--- src/rtl/pfx_pkg.sv ---
package pfx_pkg;
  // demand / prefetch kind encoding
  localparam logic [1:0] KIND_CODE = 2'b00;
  localparam logic [1:0] KIND_READ = 2'b01;
  localparam logic [1:0] KIND_RFO  = 2'b10;
endpackage

--- src/rtl/pfx_stream_table.sv ---
module pfx_stream_table
  import pfx_pkg::*;
#(
  parameter int ADDR_W    = 32,
  parameter int N         = 16,
  parameter int LINE_BITS = 6,
  parameter int PAGE_BITS = 12,
  parameter int DEPTH     = 4,
  parameter int WIN       = 4,
  localparam int LA_W     = ADDR_W - LINE_BITS,
  localparam int CNT_W    = $clog2(DEPTH + 1)
) (
  input  logic             clk,
  input  logic             rst_n,
  input  logic             acc_valid,
  input  logic [LA_W-1:0]  acc_line,
  input  logic [1:0]       acc_kind,
  input  logic             acc_miss,
  input  logic             gen_idle,
  output logic             launch,
  output logic [LA_W-1:0]  launch_line,
  output logic [CNT_W-1:0] launch_cnt,
  output logic             launch_fwd,
  output logic [1:0]       launch_kind,
  output logic [N-1:0]     hit_vec,
  output logic             alloc
);
  localparam int PG_W  = ADDR_W - PAGE_BITS;
  localparam int LI_W  = PAGE_BITS - LINE_BITS;
  localparam int IDX_W = $clog2(N);
  localparam logic [LI_W-1:0]        EDGE_LI = '1;
  localparam logic [LI_W-1:0]        DEPTH_LI = LI_W'(DEPTH);
  localparam logic signed [LI_W:0]   WIN_S = (LI_W+1)'(WIN);
  localparam logic [IDX_W-1:0]       OLDEST = IDX_W'(N - 1);

  logic              vld_q [N];
  logic [PG_W-1:0]   pg_q  [N];
  logic [LI_W-1:0]   lst_q [N];
  logic              sgn_q [N];
  logic              sgv_q [N];
  logic [IDX_W-1:0]  age_q [N];

  function automatic logic signed [LI_W:0] delta_of(input logic [LI_W-1:0] now_li,
                                                     input logic [LI_W-1:0] was_li);
    return $signed({1'b0, now_li}) - $signed({1'b0, was_li});
  endfunction

  function automatic logic [LI_W-1:0] room_of(input logic [LI_W-1:0] li, input logic fwd);
    return fwd ? (EDGE_LI - li) : li;
  endfunction

  function automatic logic [CNT_W-1:0] len_of(input logic [LI_W-1:0] room);
    if (room >= DEPTH_LI) return CNT_W'(DEPTH);
    return CNT_W'(room) + CNT_W'(1);
  endfunction

  logic [PG_W-1:0]     acc_pg;
  logic [LI_W-1:0]     acc_li;
  logic                hit_any, free_any, tgt_taken, in_win, pos, move;
  logic [IDX_W-1:0]    hit_idx, free_idx, old_idx, victim, touch_idx;
  logic signed [LI_W:0] dlt;
  logic [LI_W-1:0]     room;
  logic [PG_W-1:0]     tgt_pg;
  logic                touch;

  assign acc_pg = acc_line[LA_W-1:LI_W];
  assign acc_li = acc_line[LI_W-1:0];

  always_comb begin
    hit_any  = 1'b0; hit_idx  = '0;
    free_any = 1'b0; free_idx = '0;
    old_idx  = '0;
    for (int i = 0; i < N; i++) begin
      hit_vec[i] = vld_q[i] && (pg_q[i] == acc_pg);
      if (hit_vec[i] && !hit_any) begin hit_any = 1'b1; hit_idx = IDX_W'(i); end
      if (!vld_q[i] && !free_any) begin free_any = 1'b1; free_idx = IDX_W'(i); end
      if (age_q[i] == OLDEST) old_idx = IDX_W'(i);
    end
  end

  assign dlt        = delta_of(acc_li, lst_q[hit_idx]);
  assign in_win     = (dlt != '0) && (dlt <= WIN_S) && (dlt >= -WIN_S);
  assign pos        = !dlt[LI_W];
  assign launch_fwd = (acc_kind == KIND_CODE) ? 1'b1 : pos;
  assign room       = room_of(acc_li, launch_fwd);
  assign tgt_pg     = launch_fwd ? (acc_pg + PG_W'(1)) : (acc_pg - PG_W'(1));

  always_comb begin
    tgt_taken = 1'b0;
    for (int i = 0; i < N; i++)
      if (vld_q[i] && (pg_q[i] == tgt_pg)) tgt_taken = 1'b1;
  end

  assign launch      = acc_valid && hit_any && in_win && sgv_q[hit_idx]
                       && (sgn_q[hit_idx] == pos) && gen_idle;
  assign launch_cnt  = len_of(room);
  assign launch_line = launch_fwd ? (acc_line + LA_W'(1)) : (acc_line - LA_W'(1));
  assign launch_kind = acc_kind;
  assign move        = launch && (room < DEPTH_LI) && !tgt_taken;

  assign alloc     = acc_valid && !hit_any && acc_miss;
  assign victim    = free_any ? free_idx : old_idx;
  assign touch     = (acc_valid && hit_any) || alloc;
  assign touch_idx = hit_any ? hit_idx : victim;

  always_ff @(posedge clk) begin
    if (!rst_n) begin
      for (int i = 0; i < N; i++) begin
        vld_q[i] <= 1'b0; pg_q[i] <= '0; lst_q[i] <= '0;
        sgn_q[i] <= 1'b0; sgv_q[i] <= 1'b0; age_q[i] <= IDX_W'(i);
      end
    end else begin
      if (touch) begin
        for (int i = 0; i < N; i++) begin
          if (IDX_W'(i) == touch_idx)            age_q[i] <= '0;
          else if (age_q[i] < age_q[touch_idx])  age_q[i] <= age_q[i] + IDX_W'(1);
        end
      end
      if (alloc) begin
        vld_q[victim] <= 1'b1;
        pg_q[victim]  <= acc_pg;
        lst_q[victim] <= acc_li;
        sgn_q[victim] <= 1'b0;
        sgv_q[victim] <= 1'b0;
      end else if (acc_valid && hit_any) begin
        if (move) begin
          pg_q[hit_idx]  <= tgt_pg;
          lst_q[hit_idx] <= launch_fwd ? '0 : EDGE_LI;
        end else begin
          lst_q[hit_idx] <= acc_li;
        end
        if (in_win) begin
          sgn_q[hit_idx] <= pos;
          sgv_q[hit_idx] <= 1'b1;
        end else if (dlt != '0) begin
          sgv_q[hit_idx] <= 1'b0;
        end
      end
    end
  end
endmodule

--- src/rtl/pfx_burst_gen.sv ---
module pfx_burst_gen #(
  parameter int ADDR_W    = 32,
  parameter int LINE_BITS = 6,
  parameter int DEPTH     = 4,
  localparam int LA_W     = ADDR_W - LINE_BITS,
  localparam int CNT_W    = $clog2(DEPTH + 1)
) (
  input  logic             clk,
  input  logic             rst_n,
  input  logic             launch,
  input  logic [LA_W-1:0]  launch_line,
  input  logic [CNT_W-1:0] launch_cnt,
  input  logic             launch_fwd,
  input  logic [1:0]       launch_kind,
  input  logic             pf_ready,
  output logic             pf_valid,
  output logic [ADDR_W-1:0] pf_addr,
  output logic [1:0]       pf_kind,
  output logic             idle
);
  logic             busy_q, fwd_q;
  logic [LA_W-1:0]  cur_q;
  logic [CNT_W-1:0] rem_q;
  logic [1:0]       kind_q;

  function automatic logic [LA_W-1:0] step_line(input logic [LA_W-1:0] ln, input logic fwd);
    return fwd ? (ln + LA_W'(1)) : (ln - LA_W'(1));
  endfunction

  always_ff @(posedge clk) begin
    if (!rst_n) begin
      busy_q <= 1'b0; fwd_q <= 1'b1; cur_q <= '0; rem_q <= '0; kind_q <= '0;
    end else if (launch) begin
      busy_q <= 1'b1;
      cur_q  <= launch_line;
      rem_q  <= launch_cnt;
      fwd_q  <= launch_fwd;
      kind_q <= launch_kind;
    end else if (busy_q && pf_ready) begin
      cur_q <= step_line(cur_q, fwd_q);
      rem_q <= rem_q - CNT_W'(1);
      if (rem_q == CNT_W'(1)) busy_q <= 1'b0;
    end
  end

  assign pf_valid = busy_q;
  assign pf_addr  = {cur_q, {LINE_BITS{1'b0}}};
  assign pf_kind  = kind_q;
  assign idle     = !busy_q;
endmodule

--- src/rtl/stream_prefetcher.sv ---
module stream_prefetcher #(
  parameter int ADDR_W      = 32,
  parameter int NUM_STREAMS = 16,
  parameter int LINE_BITS   = 6,
  parameter int PAGE_BITS   = 12,
  parameter int DEPTH       = 4,
  parameter int WIN         = 4
) (
  input  logic              clk,
  input  logic              rst_n,
  input  logic              acc_valid,
  input  logic [ADDR_W-1:0] acc_addr,
  input  logic [1:0]        acc_kind,
  input  logic              acc_miss,
  output logic              pf_valid,
  input  logic              pf_ready,
  output logic [ADDR_W-1:0] pf_addr,
  output logic [1:0]        pf_kind
);
  localparam int LA_W  = ADDR_W - LINE_BITS;
  localparam int CNT_W = $clog2(DEPTH + 1);

  // named internal events, observed by the bound checker
  logic                   launch_w, fwd_w, idle_w, alloc_w;
  logic [LA_W-1:0]        line_w;
  logic [CNT_W-1:0]       cnt_w;
  logic [1:0]             kind_w;
  logic [NUM_STREAMS-1:0] hit_vec_w;
  logic                   unused_offset;

  assign unused_offset = ^acc_addr[LINE_BITS-1:0];

  pfx_stream_table #(
    .ADDR_W(ADDR_W), .N(NUM_STREAMS), .LINE_BITS(LINE_BITS),
    .PAGE_BITS(PAGE_BITS), .DEPTH(DEPTH), .WIN(WIN)
  ) table_i (
    .clk(clk), .rst_n(rst_n), .acc_valid(acc_valid),
    .acc_line(acc_addr[ADDR_W-1:LINE_BITS]), .acc_kind(acc_kind), .acc_miss(acc_miss),
    .gen_idle(idle_w), .launch(launch_w), .launch_line(line_w), .launch_cnt(cnt_w),
    .launch_fwd(fwd_w), .launch_kind(kind_w), .hit_vec(hit_vec_w), .alloc(alloc_w)
  );

  pfx_burst_gen #(
    .ADDR_W(ADDR_W), .LINE_BITS(LINE_BITS), .DEPTH(DEPTH)
  ) gen_i (
    .clk(clk), .rst_n(rst_n), .launch(launch_w), .launch_line(line_w),
    .launch_cnt(cnt_w), .launch_fwd(fwd_w), .launch_kind(kind_w), .pf_ready(pf_ready),
    .pf_valid(pf_valid), .pf_addr(pf_addr), .pf_kind(pf_kind), .idle(idle_w)
  );
endmodule

--- config.mk ---
export PLATFORM = sky130hd
export DESIGN_NAME = stream_prefetcher
export DESIGN_NICKNAME = d
export VERILOG_FILES = /design/src/rtl/pfx_pkg.sv /design/src/rtl/pfx_stream_table.sv /design/src/rtl/pfx_burst_gen.sv /design/src/rtl/stream_prefetcher.sv
export SDC_FILE = /design/constraint.sdc
export NUM_CORES = 2
export LEC_CHECK = 0
export BUFFER_PORTS_ARGS = -buffer_cell sky130_fd_sc_hd__buf_2
export CORE_ASPECT_RATIO = 0.6
export CORE_MARGIN = 2
export CORE_UTILIZATION = 40
export DETAILED_ROUTE_END_ITERATION = 12
export GPL_TIMING_DRIVEN = 0
export SYNTH_ARGS = -nofsm -noshare
export SYNTH_HDL_FRONTEND = slang
export SYNTH_HIERARCHICAL = 1
export SYNTH_SLANG_ARGS = --single-unit
--- constraint.sdc ---
create_clock -name clk -period 27.9 [get_ports clk]
set_clock_uncertainty 0.1 [all_clocks]
set_input_delay 8.37 -clock clk [delete_from_list [all_inputs] [get_ports clk]]
set_output_delay 8.37 -clock clk [all_outputs]
set_load 0.1 [all_outputs]
Yosys cells after proc, flatten, opt, wreduce, memory -nomap -nowiden

Memory sizes are Yosys's and may differ from the RTL's.
Cells that the tools add are included.

Register bits: 33
RAM bits: 528
Input port bits: 39
Output and inout bits: 35
Logic and storage cells: 634
Memories: 6

Add/sub/neg operators: 26
Order comparisons: 20
Eq/ne operators: 64
Mux-type cells: 341
Bitwise operators: 34
Reduce and logical (&&, ||, !) cells: 138

Memories:

| memory        | words | width | read ports | clocked after memory_dff | write ports | RTL line               | text |
|---|---|---|---|---|---|---|---|
| table_i.pg_q  | 16    | 20    | 16         | 0                        | 16          | pfx_stream_table.sv:37 | `logic [PG_W-1:0] pg_q [N];` |
| table_i.lst_q | 16    | 6     | 1          | 0                        | 16          | pfx_stream_table.sv:38 | `logic [LI_W-1:0] lst_q [N];` |
| table_i.age_q | 16    | 4     | 17         | 0                        | 16          | pfx_stream_table.sv:41 | `logic [IDX_W-1:0] age_q [N];` |
| table_i.sgn_q | 16    | 1     | 1          | 0                        | 16          | pfx_stream_table.sv:39 | `logic sgn_q [N];` |
| table_i.sgv_q | 16    | 1     | 1          | 0                        | 16          | pfx_stream_table.sv:40 | `logic sgv_q [N];` |
| table_i.vld_q | 16    | 1     | 16         | 0                        | 16          | pfx_stream_table.sv:36 | `logic vld_q [N];` |

Operators with widths:

| kind                    | number |
|---|---|
| $eq A20 B20 Y1          | 32 |
| $mux W4                 | 67 |
| $mux W1                 | 240 |
| $mux W26                | 4 |
| $logic_and A1 B1 Y1     | 74 |
| $add A4 B1 Y4 const B   | 16 |
| $lt A4 B4 Y1            | 16 |
| $eq A4 B4 Y1 const B    | 15 |
| $mux W20                | 3 |
| $add A26 B1 Y26 const B | 2 |
| $sub A26 B1 Y26 const B | 2 |
| $logic_not A1 Y1        | 48 |
| $mux W3                 | 16 |
| $reduce_or A20 Y1       | 2 |
| $or A1 B1 Y1            | 34 |
| $eq A4 B4 Y1 const A    | 8 |
| $mux W6                 | 5 |
| $add A20 B1 Y20 const B | 1 |
| $sub A20 B1 Y20 const B | 1 |
| $eq A3 B4 Y1 const A    | 4 |
| $mux W2                 | 6 |
| $reduce_or A6 Y1        | 2 |
| $eq A2 B4 Y1 const A    | 2 |
| $ge A7 B3 Y1 const B    | 1 |
| 17 further kinds        | 22 |

Longest topological paths before layout

An unclocked memory read counts as a cell.

Word-level depth: 82
Gate-level depth with buffers: 48
Mapped depth without buffers: 39

Hierarchy

Netlist, hierarchy kept.

By module, submodules not included:

| module           | instances | cells each | area an instance (µm²) | sequential area each (µm²) |
|---|---|---|---|---|
| pfx_stream_table | 1         | 4160       | 41458.5                | 15374.7 |
| pfx_burst_gen    | 1         | 401        | 3035.4                 | 660.6 |

Least setup slack after synthesis

OpenSTA, ideal clock, no wires.

Kind: input to register
Start: input port acc_addr[19]
End: memory table_i/pg_q[10][0] (netlist name) (enable)
Setup time: 0.376 ns
Data arrival time: 18.365 ns
Data required time: 27.424 ns
Setup slack: 9.059 ns
Stages on the path: 38
Buffers on the path: 7
Cell sequence: buf_2 > buf_6 > xor2_1 > or4_1 > nor4_2 > o211ai_1 > a2111oi_2 > a31oi_1 > o21ai_2 > buf_6 > clkbuf_1 > mux4_2 > a22o_1 > a21oi_1 > ha_1 > o21a_1 > o31a_1 > or2_2 > [... 2 more ...] > inv_1 > ha_1 > clkbuf_1 > a21oi_1 > o21ai_0 > a211oi_2 > xor2_1 > clkbuf_1 > xnor2_1 > nor4_1 > nand4_1 > o32ai_1 > a2111oi_0 > o2111ai_1 > a2111o_1 > nor4_2 > buf_2 > a211o_1

RTL lines:

| item               | RTL line                | text |
|---|---|---|
| start: declaration | stream_prefetcher.sv:12 | `input logic [ADDR_W-1:0] acc_addr,` |
| end: declaration   | pfx_stream_table.sv:37  |  |

==> flow_summary.yaml <==
placed_design:
  preCtsSetupSlack_ns: 0.575
  dp.cells: 6146
  post-dp-hpwl_um: 210000
  portBuffers: 60
  place.gp.congestion: 1.13
detailed_routing:
  drt_iter0_markers: 9248
  via_count: 45200
  post-route-drc-count: 0
  first_pass_iters: 8
  viasPerCell: 7.20
  wl_um: 273000
  ant_nets: 0
  wl_per_cell_um: 43.5
clock_network:
  cts_buffer_depth: 3
  clkTransAtPathRegs_ns: 0.07
  cts_root_buf: "clkbuf_16"
  cts_setup_buffers: 0
  clk_latency_ns: 0.72
  cts_buffers: 61
  cts.sinks: 561
  h-tree-depth: 2
  postCtsResizedCells: 0
  hold_buffers: 0
  cts_tree: "built"
power_and_ir_drop:
  power.share.sequential_pct: 32.4
  sw_frac_of_total_pct: 41.6
  switching_power_mw: 1.26
  power_frac_clock_pct: 29.6
  vdd_ir_drop_max_mv: 0.0564
  internal-power_mw: 1.77
  p_comb_share_pct: 38.0
  p_leak_nw: 17.7
  power.density_mw_per_mm2: 61.2
timing:
  final_hold_viol_count: 0
  maxSlewHeadroom_pct: -17.5
  maxSlewViolCount: 203
  finalSetupTns_ns: -4.89
  setup_viol_count_final: 96
  post-route-period-util_pct: 100
  holdWs_ns: 0.373
  tightestPinTransition_ns: 1.76
  worst_slack_ns: -0.121
  grt_setup_unrepaired: "false"
  period_minus_slack_ns: 28.02
  max_freq_mhz: 35.7
setup_path:
  cpMostUsedCell: "buf_2"
  crit_arrival_ns: 28.24
  cpMaxStageDelayCell: "clkbuf_1"
  timing_worst_setup_path_type: "input pin to register"
  critical_path.max_stage_delay_ns: 1.29
  startpoint_type: "input pin"
  crit_fanout: 26
  cp-end-kind: "register"
  required_ns: 28.11
logic_synthesis:
  netlist_area_mm2: 0.0445
  synth_warnings: 6
  synthCells: 4559
  syn_area_per_cell_um2: 9.76
die:
  fp-row-count: 94
  die_x_um: 435
  die_h_um: 262
  ios: 74
  start_util_pct: 40.5
  dieArea_mm2: 0.114
  core_mm2: 0.110
global_routing:
  antenna_found_initial: 22
  grt_use_total_pct: 46.2
  grt_max_degree: 27
  grt-ovfl-total: 0
  grt_pass1_vias: 39100
  grt_pass1_wl_um: 355000
outcome:
  outcome: "finished with violations"
  failed_checks: "max-capacitance violations, max-slew violations, negative setup slack"
final_layout:
  stdcell_count: 6270
  fin_util_pct: 45.0
  syn2layout_area_growth_pct: 11.2
  nNetsFinal: 4887
  drive_gt1_share_pct: 11.4
flow_run:
  max_cap_viol_count: 21
worst_hold_path:
  hold_path_class: "register to register"
-- metal layers --
| metal | vias to the layer above | wire [um] | GRT usage (%) |
|---|---|---|---|
| met3 | 585 | 52800 | 28.3 |
| met2 | 4186 | 91300 | 52.3 |
| met5 | - | 1310 | 8.41 |
| met4 | 23 | 12600 | 17.2 |
| met1 | 22500 | 115000 | 67.0 |
| li1 | 17900 | - | - |
-- cell type report --
| cell class | count | area (um^2) |
|---|---|---|
| Fill cell | 10700 | 60500 |
| Buffer | 352 | 1770 |
| Clock buffer | 76 | 1670 |
| Sequential cell | 561 | 16000 |
| Multi-Input combinational cell | 3568 | 26600 |
| Tap cell | 1488 | 1860 |
| Timing Repair Buffer | 97 | 806 |
| Inverter | 83 | 312 |
| Antenna cell | 7 | 17.5 |
| Clock inverter | 38 | 434 |
-- power by group through the flow --
stage | combinational [mW] | clock (mW) | sequential (mW)
CTS | 1.05 | 0.897 | 0.978
floorplan | 0.554 | 0 | 0.980
global route | 1.14 | 0.925 | 0.982
global placement | 1.02 | 0 | 0.996
finish | 1.15 | 0.898 | 0.981
detailed placement | 1.05 | 0 | 0.996
-- registers in the layout (all words and copies together) (netlist names), 2 cells and up --
| name | flops |
|---|---|
| gen_i/cur_q | 26 |
| gen_i/rem_q | 3 |
| table_i/sgv_q | 16 |
| table_i/lst_q | 96 |
| table_i/age_q | 64 |
| gen_i/pf_kind | 2 |
| table_i/vld_q | 16 |
| table_i/sgn_q | 16 |
| table_i/pg_q | 320 |
-- critical path: cells and delay by family --
kind,cells,cell delay [ns]
and+or+nand+nor,9,2.54
buffers and inverters,13,8.90
adders and majority gates,2,0.58
muxes,1,0.28
xor gates and xnor gates,2,1.07
AOI/OAI and AO/OA,14,6.27
-- cells in the final DEF, fill, tap and decap left out, drive strengths merged, types with 26 or more instances in the layout --
| cell | instances |
|---|---|
| a21o | 41 |
| or2 | 33 |
| a22o | 144 |
| nand2 | 371 |
| a2111oi | 27 |
| xor2 | 146 |
| or4 | 36 |
| or3 | 26 |
| a32o | 107 |
| clkbuf | 260 |
| dfxtp | 81 |
| a31oi | 32 |
| mux2i | 51 |
| and4 | 38 |
| a21oi | 222 |
| buf | 264 |
| and2 | 29 |
| inv | 85 |
| nor4b | 26 |
| edfxtp | 480 |
| nand4 | 145 |
| nor2 | 250 |
| o31ai | 130 |
| and3 | 30 |
| o22ai | 31 |
| o21ai | 152 |
| nand3 | 154 |
| o211ai | 68 |
| ha | 120 |
| nand2b | 38 |
| a211oi | 48 |
| nor4 | 83 |
| xnor2 | 465 |
| nor3 | 102 |
| xnor3 | 60 |
-- final timing paths --
path | slack [ns] | start | endpoint | cells after the start
hold / removal | 0.37 | table_i/sgn_q[9] | table_i/sgn_q[9] | 2
setup / recovery | -0.12 | acc_addr[13] | table_i/pg_q[14][17] | 41
hold reg to reg | 0.37 | table_i/sgn_q[9] | table_i/sgn_q[9] | 2
setup reg to reg | 8.73 | table_i/pg_q[11][10] | table_i/pg_q[14][17] | 34
-- through the flow --
stage               instance area (um^2)  total power, mW
floorplan                          44500             1.53
global placement                   46700             2.01
detailed placement                 47300             2.04
CTS                                49400             2.93
global route                       49500             3.04
finish                             49500             3.03
Note: power is estimated with default switching activity, not from simulation.
